### config.mk
export PLATFORM = sky130hd
export DESIGN_NAME = ptrd_responder
export DESIGN_NICKNAME = d
export VERILOG_FILES = /design/src/rtl/ptrd_pkg.sv /design/src/rtl/ptrd_region_dec.sv /design/src/rtl/ptrd_datapath.sv /design/src/rtl/ptrd_seq.sv /design/src/rtl/ptrd_responder.sv
export SDC_FILE = /design/constraint.sdc
export NUM_CORES = 1
export LEC_CHECK = 0
export BUFFER_PORTS_ARGS = -buffer_cell sky130_fd_sc_hd__buf_2
export CORE_MARGIN = 2
export CORE_UTILIZATION = 45
export DETAILED_ROUTE_END_ITERATION = 8
export GPL_ROUTABILITY_DRIVEN = 0
export HOLD_SLACK_MARGIN = 0.06
export PLACE_DENSITY = 0.8
export RECOVER_POWER = 25
export SLEW_MARGIN = 40
export SYNTH_ARGS = -nofsm -noshare
export SYNTH_HDL_FRONTEND = slang
export SYNTH_HIERARCHICAL = 1
export SYNTH_SLANG_ARGS = --single-unit
### constraint.sdc
create_clock -name clk -period 1.9 [get_ports clk]
set_input_delay 0.285 -clock clk [delete_from_list [all_inputs] [get_ports clk]]
set_output_delay 0.285 -clock clk [all_outputs]
set_load 0.005 [all_outputs]
### src/rtl/ptrd_pkg.sv
package ptrd_pkg;
  typedef enum logic [2:0] {
    S_IDLE,
    S_ADDR,
    S_TURN,
    S_DATA,
    S_DONE
  } ptrd_state_e;
endpackage

### src/rtl/ptrd_region_dec.sv
module ptrd_region_dec #(
  parameter int RW = 2,
  localparam int NREG = 1 << RW
) (
  input  logic            clk,
  input  logic            rst,
  input  logic            load,
  input  logic            clear,
  input  logic [RW-1:0]   region,
  output logic [NREG-1:0] hit
);
  for (genvar i = 0; i < NREG; i++) begin : g_bit
    always_ff @(posedge clk) begin
      if (rst || clear) hit[i] <= 1'b0;
      else if (load)    hit[i] <= (region == RW'(i));
    end
  end

  p_onehot_r4: assert property (@(posedge clk) disable iff (rst) $onehot0(hit));
  p_load_r4: assert property (@(posedge clk) disable iff (rst)
    load |=> (hit == (NREG'(1) << $past(region))));
endmodule

### src/rtl/ptrd_datapath.sv
module ptrd_datapath #(
  parameter int DW = 32
) (
  input  logic          clk,
  input  logic          rst,
  input  logic          cap_addr,
  input  logic          cap_word,
  input  logic [DW-1:0] dq_in,
  input  logic [DW-1:0] src_data,
  output logic [DW-1:0] addr_q,
  output logic [DW-1:0] dq_out
);
  always_ff @(posedge clk) begin
    if (rst) begin
      addr_q <= '0;
      dq_out <= '0;
    end else begin
      if (cap_addr) addr_q <= dq_in;
      if (cap_word) dq_out <= src_data;
    end
  end
endmodule

### src/rtl/ptrd_seq.sv
module ptrd_seq
  import ptrd_pkg::*;
#(
  parameter int AW = 5,
  parameter int BEW = 4,
  parameter logic [AW-1:0] FIFO_ADR = 5'h08
) (
  input  logic           clk,
  input  logic           rst,
  input  logic           attn_n,
  input  logic           burst_n,
  input  logic           dir_wr,
  input  logic           src_valid,
  output logic           src_req,
  output logic           addr_stb_n,
  output logic           wr_n,
  output logic           sel_n,
  output logic           rdy_n,
  output logic           dq_oe,
  output logic [AW-1:0]  adr_out,
  output logic [BEW-1:0] be_out_n,
  output logic           cap_addr,
  output logic           cap_word,
  output logic           load_region,
  output logic           clr_region
);
  ptrd_state_e st;
  logic start, last_xfer, rearm;

  assign start       = (st == S_IDLE) && !attn_n && !dir_wr;
  assign last_xfer   = (st == S_DATA) && !rdy_n && burst_n;
  assign rearm       = (st == S_DONE) && attn_n && burst_n;
  assign src_req     = (st == S_TURN) || ((st == S_DATA) && !last_xfer);
  assign cap_word    = src_req && src_valid;
  assign cap_addr    = (st == S_ADDR);
  assign load_region = start;
  assign clr_region  = rearm;

  always_ff @(posedge clk) begin
    if (rst) begin
      st         <= S_IDLE;
      addr_stb_n <= 1'b1;
      wr_n       <= 1'b1;
      sel_n      <= 1'b1;
      rdy_n      <= 1'b1;
      dq_oe      <= 1'b0;
      adr_out    <= '0;
      be_out_n   <= '1;
    end else begin
      case (st)
        S_IDLE: if (start) begin
          st         <= S_ADDR;
          addr_stb_n <= 1'b0;
        end
        S_ADDR: begin
          st         <= S_TURN;
          addr_stb_n <= 1'b1;
        end
        S_TURN: begin
          st       <= S_DATA;
          wr_n     <= 1'b0;
          sel_n    <= 1'b0;
          dq_oe    <= 1'b1;
          adr_out  <= FIFO_ADR;
          be_out_n <= '0;
          rdy_n    <= !src_valid;
        end
        S_DATA: begin
          if (last_xfer) begin
            st       <= S_DONE;
            wr_n     <= 1'b1;
            sel_n    <= 1'b1;
            rdy_n    <= 1'b1;
            dq_oe    <= 1'b0;
            adr_out  <= '0;
            be_out_n <= '1;
          end else begin
            rdy_n <= !src_valid;
          end
        end
        S_DONE: if (rearm) st <= S_IDLE;
        default: st <= S_IDLE;
      endcase
    end
  end

  p_strobe_gap_r5: assert property (@(posedge clk) disable iff (rst)
    !addr_stb_n |=> (addr_stb_n && wr_n && !dq_oe));
  p_ready_in_data_r6: assert property (@(posedge clk) disable iff (rst)
    !rdy_n |-> (!wr_n && !sel_n && dq_oe));
  p_wait_state_r7: assert property (@(posedge clk) disable iff (rst)
    (src_req && !src_valid) |=> rdy_n);
  p_release_r9: assert property (@(posedge clk) disable iff (rst)
    (!wr_n && !rdy_n && burst_n) |=> (wr_n && sel_n && rdy_n && !dq_oe && !src_req));
  p_ignore_write_r3: assert property (@(posedge clk) disable iff (rst)
    (addr_stb_n && wr_n && dir_wr) |=> addr_stb_n);
  p_hold_done_r10: assert property (@(posedge clk) disable iff (rst)
    (st == S_DONE && (!attn_n || !burst_n)) |=> addr_stb_n);
endmodule

### src/rtl/ptrd_responder.sv
module ptrd_responder #(
  parameter int DW = 32,
  parameter int RW = 2,
  parameter int AW = 5,
  parameter logic [AW-1:0] FIFO_ADR = 5'h08,
  localparam int NREG = 1 << RW,
  localparam int BEW = DW / 8
) (
  input  logic            clk,
  input  logic            rst,
  input  logic            attn_n,
  input  logic            burst_n,
  input  logic [RW-1:0]   region,
  input  logic            dir_wr,
  input  logic [DW-1:0]   dq_in,
  output logic            addr_stb_n,
  output logic [DW-1:0]   addr_q,
  output logic            wr_n,
  output logic            sel_n,
  output logic            rdy_n,
  output logic [AW-1:0]   adr_out,
  output logic [BEW-1:0]  be_out_n,
  output logic [DW-1:0]   dq_out,
  output logic            dq_oe,
  input  logic            src_valid,
  input  logic [DW-1:0]   src_data,
  output logic            src_req,
  output logic [NREG-1:0] region_hit
);
  logic cap_addr, cap_word, load_region, clr_region;

  ptrd_seq #(.AW(AW), .BEW(BEW), .FIFO_ADR(FIFO_ADR)) u_seq (
    .clk(clk), .rst(rst), .attn_n(attn_n), .burst_n(burst_n), .dir_wr(dir_wr),
    .src_valid(src_valid), .src_req(src_req), .addr_stb_n(addr_stb_n),
    .wr_n(wr_n), .sel_n(sel_n), .rdy_n(rdy_n), .dq_oe(dq_oe),
    .adr_out(adr_out), .be_out_n(be_out_n), .cap_addr(cap_addr),
    .cap_word(cap_word), .load_region(load_region), .clr_region(clr_region)
  );

  ptrd_datapath #(.DW(DW)) u_dp (
    .clk(clk), .rst(rst), .cap_addr(cap_addr), .cap_word(cap_word),
    .dq_in(dq_in), .src_data(src_data), .addr_q(addr_q), .dq_out(dq_out)
  );

  ptrd_region_dec #(.RW(RW)) u_dec (
    .clk(clk), .rst(rst), .load(load_region), .clear(clr_region),
    .region(region), .hit(region_hit)
  );
endmodule

Yosys cells after proc, flatten, opt, wreduce, memory -nomap -nowiden
Index checks and enable logic that the tools add are counted.
{"block": "classes", "n_mux": 16, "n_eq_ne": 10, "reduce_logical": 22}
{"op": "one-hot mux 3 bit (5 select lines)", "n": 1}
{"op": "one-hot mux 5 bit (2 select lines)", "n": 1}
{"op": "two-way mux 3 bit", "n": 3}
{"op": "logical AND 1 bit", "n": 8}
{"op": "one-hot mux 1 bit (2 select lines)", "n": 4}
{"op": "one-hot mux 4 bit (2 select lines)", "n": 1}
{"op": "== test 3 x 2 -> 1 bit (second input constant)", "n": 2}
{"op": "zero test 1 bit", "n": 5}
{"op": "two-way mux 5 bit", "n": 1}
{"op": "== test 2 bit (second input constant)", "n": 2}
{"op": "two-way mux 1 bit", "n": 4}
{"op": "two-way mux 4 bit", "n": 1}
{"op": "inequality test 2 x 1 -> 1 bit (second input constant)", "n": 2}
{"op": "AND reduction 2 bit", "n": 2}
{"op": "nonzero test 2 bit", "n": 2}
{"op": "== test 3 x 1 -> 1 bit (second input constant)", "n": 1}
{"op": "== test 3 bit (second input constant)", "n": 1}
{"op": "zero test 3 bit", "n": 1}
{"op": "AND reduction 3 bit", "n": 1}
{"op": "== test 2 x 1 -> 1 bit (second input constant)", "n": 1}
{"op": "zero test 2 bit", "n": 1}
{"op": "logical OR 1 bit", "n": 2}
{"op": "inequality test 2 bit (second input constant)", "n": 1}
{"block": "word_totals", "input_bits": 72, "output_inout_bits": 83, "reg_bits": 84}

Logic depth before layout (Yosys ltp)
{"block": "depth", "depth_word": 7, "ltp_mapped": 6, "depth_no_buf": 5}

Hierarchy
The synthesis kept the hierarchy.
{"mod": "ptrd_datapath", "cells_per_inst": 207, "n_inst": 1, "area_per_inst_um2": 2339.7}
{"mod": "ptrd_seq", "cells_per_inst": 50, "n_inst": 1, "area_per_inst_um2": 419.2}
{"mod": "ptrd_region_dec", "cells_per_inst": 17, "n_inst": 1, "area_per_inst_um2": 163.9}

Least setup slack after synthesis
Ideal clock, no wire load.
{"block": "synth_timing", "path_type": "reg2reg", "start": "register u_seq.rdy_n", "end": "register u_dp.dq_out[10]", "synth_period_minus_slack_ns": 1.425, "path_buffers": 2, "required_ns": 1.783, "setup_time_ns": 0.117, "t_arrival_ns": 1.308, "setup_slack_ns": 0.475, "path_stages_with_launch": 7, "path_cell_list": "dfxtp_1 -> and3b_1 -> nor3b_2 -> buf_6 -> buf_12 -> mux2i_1 -> nor2_1"}
{"block": "synth_between", "elab_chain_cells": 7}
{"item": "start: declaration", "line": "ptrd_seq.sv:18", "source": "output logic rdy_n,"}
{"item": "start signal: assignment", "line": "ptrd_seq.sv:66", "source": "rdy_n <= !src_valid;"}
{"item": "start signal: assignment", "line": "ptrd_seq.sv:78", "source": "rdy_n <= !src_valid;"}
{"item": "zero test 1 bit", "line": "ptrd_seq.sv:31", "source": "assign last_xfer = (st == S_DATA) && !rdy_n && burst_n;"}
{"item": "logical AND 1 bit (2 in a row)", "line": "ptrd_seq.sv:31"}
{"item": "zero test 1 bit", "line": "ptrd_seq.sv:33", "source": "assign src_req = (st == S_TURN) || ((st == S_DATA) && !last_xfer);"}
{"item": "logical AND 1 bit", "line": "ptrd_seq.sv:33"}
{"item": "logical OR 1 bit", "line": "ptrd_seq.sv:33"}
{"item": "logical AND 1 bit", "line": "ptrd_seq.sv:34", "source": "assign cap_word = src_req && src_valid;"}
{"item": "net cap_word", "line": "ptrd_responder.sv:30", "source": "logic cap_addr, cap_word, load_region, clr_region;"}
{"item": "end signal: assignment", "line": "ptrd_datapath.sv:19", "source": "if (cap_word) dq_out <= src_data;"}
{"item": "end: declaration", "line": "ptrd_datapath.sv:11", "source": "output logic [DW-1:0] dq_out"}
The timed path passes the listed nets, and every way through them passes these cells.
A chain may end at the register's enable or synchronous reset.

Final worst setup path
{"block": "layout_timing", "start": "register u_seq.st[2]", "end": "register u_dp.addr_q[20]"}
{"block": "layout_between", "elab_chain_cells": 1}
{"item": "start: declaration", "line": "ptrd_seq.sv:27", "source": "ptrd_state_e st;"}
{"item": "start signal: assignment", "line": "ptrd_seq.sv:41", "source": "st <= S_IDLE;"}
{"item": "start signal: assignment", "line": "ptrd_seq.sv:52", "source": "st <= S_ADDR;"}
{"item": "start signal: assignment", "line": "ptrd_seq.sv:56", "source": "st <= S_TURN;"}
{"item": "== test 3 x 1 -> 1 bit", "line": "ptrd_seq.sv:35", "source": "assign cap_addr = (st == S_ADDR);"}
{"item": "net cap_addr", "line": "ptrd_responder.sv:30"}
{"item": "end signal: assignment", "line": "ptrd_datapath.sv:18", "source": "if (cap_addr) addr_q <= dq_in;"}
{"item": "end: declaration", "line": "ptrd_datapath.sv:10", "source": "output logic [DW-1:0] addr_q,"}
The timed path passes the listed nets, and every way through them passes these cells.

==> results by group <==
Setup path
  • R2R depth: 4
  • Worst reg2reg path startpoint: u_seq/st[2]
  • Slowest cell on the critical path: and2_4
  • Cell Chain, Critical Path: nor2_1, and2_4, mux2i_1, nor2_1
  • CP Class: register to register
  • Required @ worst endpoint: approximately 2.1 ns
  • Top delay family on crit path: simple AND/OR/NAND/NOR gates
  • Worst endpoint data arrival time: roughly 1.8 ns
  • Buf/Inv on CP: 0
  • CP max FO: 33
  • Reg-to-reg slack, setup: 0.29 ns
  • Worst R2R End: u_dp/addr_q[20]
  • Startpoint types: register
  • Crit path top cell by count: nor2_1
  • Crit-path max cell delay: ~0.52 ns
  • Worst setup EP type: register

Worst hold path
  • Hold_sp: src_data[8]
  • WHS Path Cells: 3
  • Worst hold path class: primary input to register
  • Worst Hold End: u_dp/dq_out[8]

Synthesis
  • Cells after synthesis: 274
  • Mapped Area: 2920 sq um
  • Distinct cells, synth: 31
  • Synth area leader: dfxtp_1
  • Post-synth top area share: around half
  • Synth area leaders: dfxtp_1, mux2i_1, nor2_1, buf_12, buf_4
  • Most frequent cell after synthesis: dfxtp_1
  • Commonest cells post-synth: dfxtp_1, nor2_1, mux2i_1
  • Synthesized area per cell: 10.7 sq um
  • Warnings from Yosys: 6
  • Ys flop type: dfxtp_1
  • Synth async-reset ratio: 0%
  • Register bit total from synthesis: 75
  • Post-synth EDFFs: 0
  • Sequential fraction of the synthesis area: roughly 51%

STA
  • Max Clock Skew: 0.00490 ns
  • RSZ-0062 raised after global routing: no
  • Final setup viols: 0
  • Worst Tran Pin Value: approximately 0.55 ns
  • Setup tns final: 0 ns
  • Rel. slew slack: 63.5%
  • Final-report hold violation count: 0
  • Slew Limit Fails: 0
  • Hold WS: between 0.15 and 0.2 ns
  • Period utilization: roughly 85%
  • Maximum clock rate: between 600 and 700 MHz
  • Tmin final: around 1.6 ns

Pwr
  • Sequential fraction of design power: 48.0%
  • P per Cell Area: 948 nW/um^2
  • Internal power: roughly 0.0027 W
  • Leakage Power: about 1.8 nW
  • Part of the power in the clock network: roughly 38%
  • Psw: around 0.00085 W
  • Combinational share of power: between 10% and 20%
  • Maximum vdd drop: approximately 0.55 mV
  • Sw frac: 23.7%

Place
  • Input/output buffers: 150
  • Placed Instances: a little under 500
  • Post-DP HPWL: approximately 4.5 mm

Clock tree
  • CTS H-Tree Depth: 3
  • Num CTS Buffers: 9
  • Cts repair resizes: 0
  • Worst-Skew Late Latency: about 0.33 ns
  • CTS Root Cell: clkbuf_8
  • Clock buffer depth: 2
  • Clk slew on worst S/H paths: 0.07 ns
  • CTS Hold Bufs: 0
  • Post-CTS Setup Inserts: 0
  • Clock sink count: 75
  • CTS tree: yes

Finish
  • Proportion of layout cells with a drive suffix above 1: between 30% and 40%
  • Layout area overhead: 29.5%
  • Layout Cells excl Fill: ~500
  • Antenna fix cells: 0
  • Fin nets: just under 500

Floorplanning
  • DIE WIDTH: between 80 and 90 um
  • Starting Density: between 40 and 50%
  • Num rows: 29
  • Die footprint: ~7200 sq um
  • Core Box Area: 6310 sq um
  • Die H: roughly 85 um
  • # IOs: between 150 and 200

Job
  • Max Cap Viol: 0

Outcome
  • Status: finished clean

GRT
  • Initial antenna violation count: 0
  • First-pass GRT wire length: roughly 10 mm
  • Gr ovfl total: 0
  • Total track usage: around 17%
  • Largest net degree at the start of global routing: 42
  • Vias in the first global route: 2193

Route
  • DRC: 0
  • Vias/cell: approximately 4.6
  • Initial DRC Count: 98
  • Routed wire per std cell: around 12 um
  • Vias: ~2300
  • Routed WL: ~6.1 mm
  • Initial DRT Pass Iterations: 4
  • Post-route ant nets: 0
-- cells by family after synthesis --
kind of cell	count (synthesis)	share of synthesized area [%]
compound gates	13	3.04
buf+inv	25	8.65
flops	75	51.4
mux	64	21.9
other cells	1	0.128
simple gates	96	14.9
-- power by group through the flow --
| stage | Clock [W] | Combinational, W | Sequential [W] |
|---|---|---|---|
| floorplan | 0 | 0.000356 | 0.00176 |
| global placement | 0 | 0.000498 | 0.00175 |
| detailed placement | 0 | 0.000509 | 0.00176 |
| CTS | 0.00140 | 0.000511 | 0.00172 |
| global route | 0.00146 | 0.000558 | 0.00174 |
| finish | 0.00137 | 0.000501 | 0.00172 |
-- through the flow --
| step | setup slack (ns) | utilization, % | total power (W) | area (sq um) |
|---|---|---|---|---|
| 2_1_floorplan | 0.475 | - | 0.00212 | 2930 |
| 3_3_place_gp | 0.384 | 56.5 | 0.00225 | 3570 |
| 3_5_place_dp | 0.313 | 56.5 | 0.00227 | 3570 |
| 4_1_cts | 0.289 | 60.1 | 0.00364 | 3800 |
| 5_1_grt | 0.149 | 59.9 | 0.00375 | 3780 |
| 6_report | 0.288 | 59.9 | 0.00359 | 3780 |
-- metal layers --
layer / part of all wire [%] / up-vias / global-route usage, %
met5: 0 / - / 0
met4: 1.3 / 0 / 7.22
met3: 7.6 / 8 / 5.21
met2: 49 / 84 / 29.4
met1: 42 / 1027 / 19.9
li1: - / 1174 / -
-- worst min-delay path, stage by stage --
cell     delay [ns]
buf_2          0.07
mux2i_1        0.05
nor2_1         0.07
-- how the worst max path moves through the flow --
| stage | startpoint | endpoint | slack [ns] | depth (start not counted) |
|---|---|---|---|---|
| 4_1_cts | u_seq/st[2] | u_dp/addr_q[28] | 0.29 | 4 |
| 6_report | u_seq/st[2] | u_dp/addr_q[20] | 0.29 | 4 |
| 3_5_place_dp | u_seq/st[2] | u_dp/addr_q[28] | 0.31 | 4 |
| 3_3_place_gp | burst_n | u_dp/dq_out[12] | 0.38 | 6 |
| 5_1_grt | u_seq/st[1] | u_dp/addr_q[20] | 0.15 | 4 |
| 2_1_floorplan | u_seq/rdy_n | u_dp/dq_out[10] | 0.48 | 6 |
-- sequential cells by signal, indices dropped and copies added (netlist names) --
register          count
u_seq/addr_stb_n      1
u_seq/be_out_n        1
u_seq/st              3
u_seq/adr_out         1
u_dp/addr_q          32
u_dp/dq_out          32
u_seq/rdy_n           1
u_dec/hit             4
-- cell usage in the layout (no fill, tap or decap), types with 2 or more instances in the layout --
| cell | count |
|---|---|
| buf_2 | 140 |
| dfxtp_1 | 75 |
| nand2b_1 | 7 |
| mux2i_1 | 64 |
| nor4_1 | 2 |
| a21o_1 | 2 |
| buf_4 | 2 |
| nor2_1 | 70 |
| o21bai_1 | 2 |
| conb_1 | 4 |
| bufinv_16 | 2 |
| nand2_1 | 4 |
| clkbuf_1 | 11 |
| a21oi_1 | 4 |
| and3b_1 | 2 |
| nand3b_1 | 2 |
| clkbuf_8 | 11 |
-- cell type report --
type	instances	area, sq um
Clock buffer	12	155
Tap cell	77	96.3
Multi-Input combinational cell	177	1190
Timing Repair Buffer	153	773
Clock inverter	4	72.6
Sequential cell	75	1500
Fill cell	568	2530
Power figures use the tool's default switching activity.
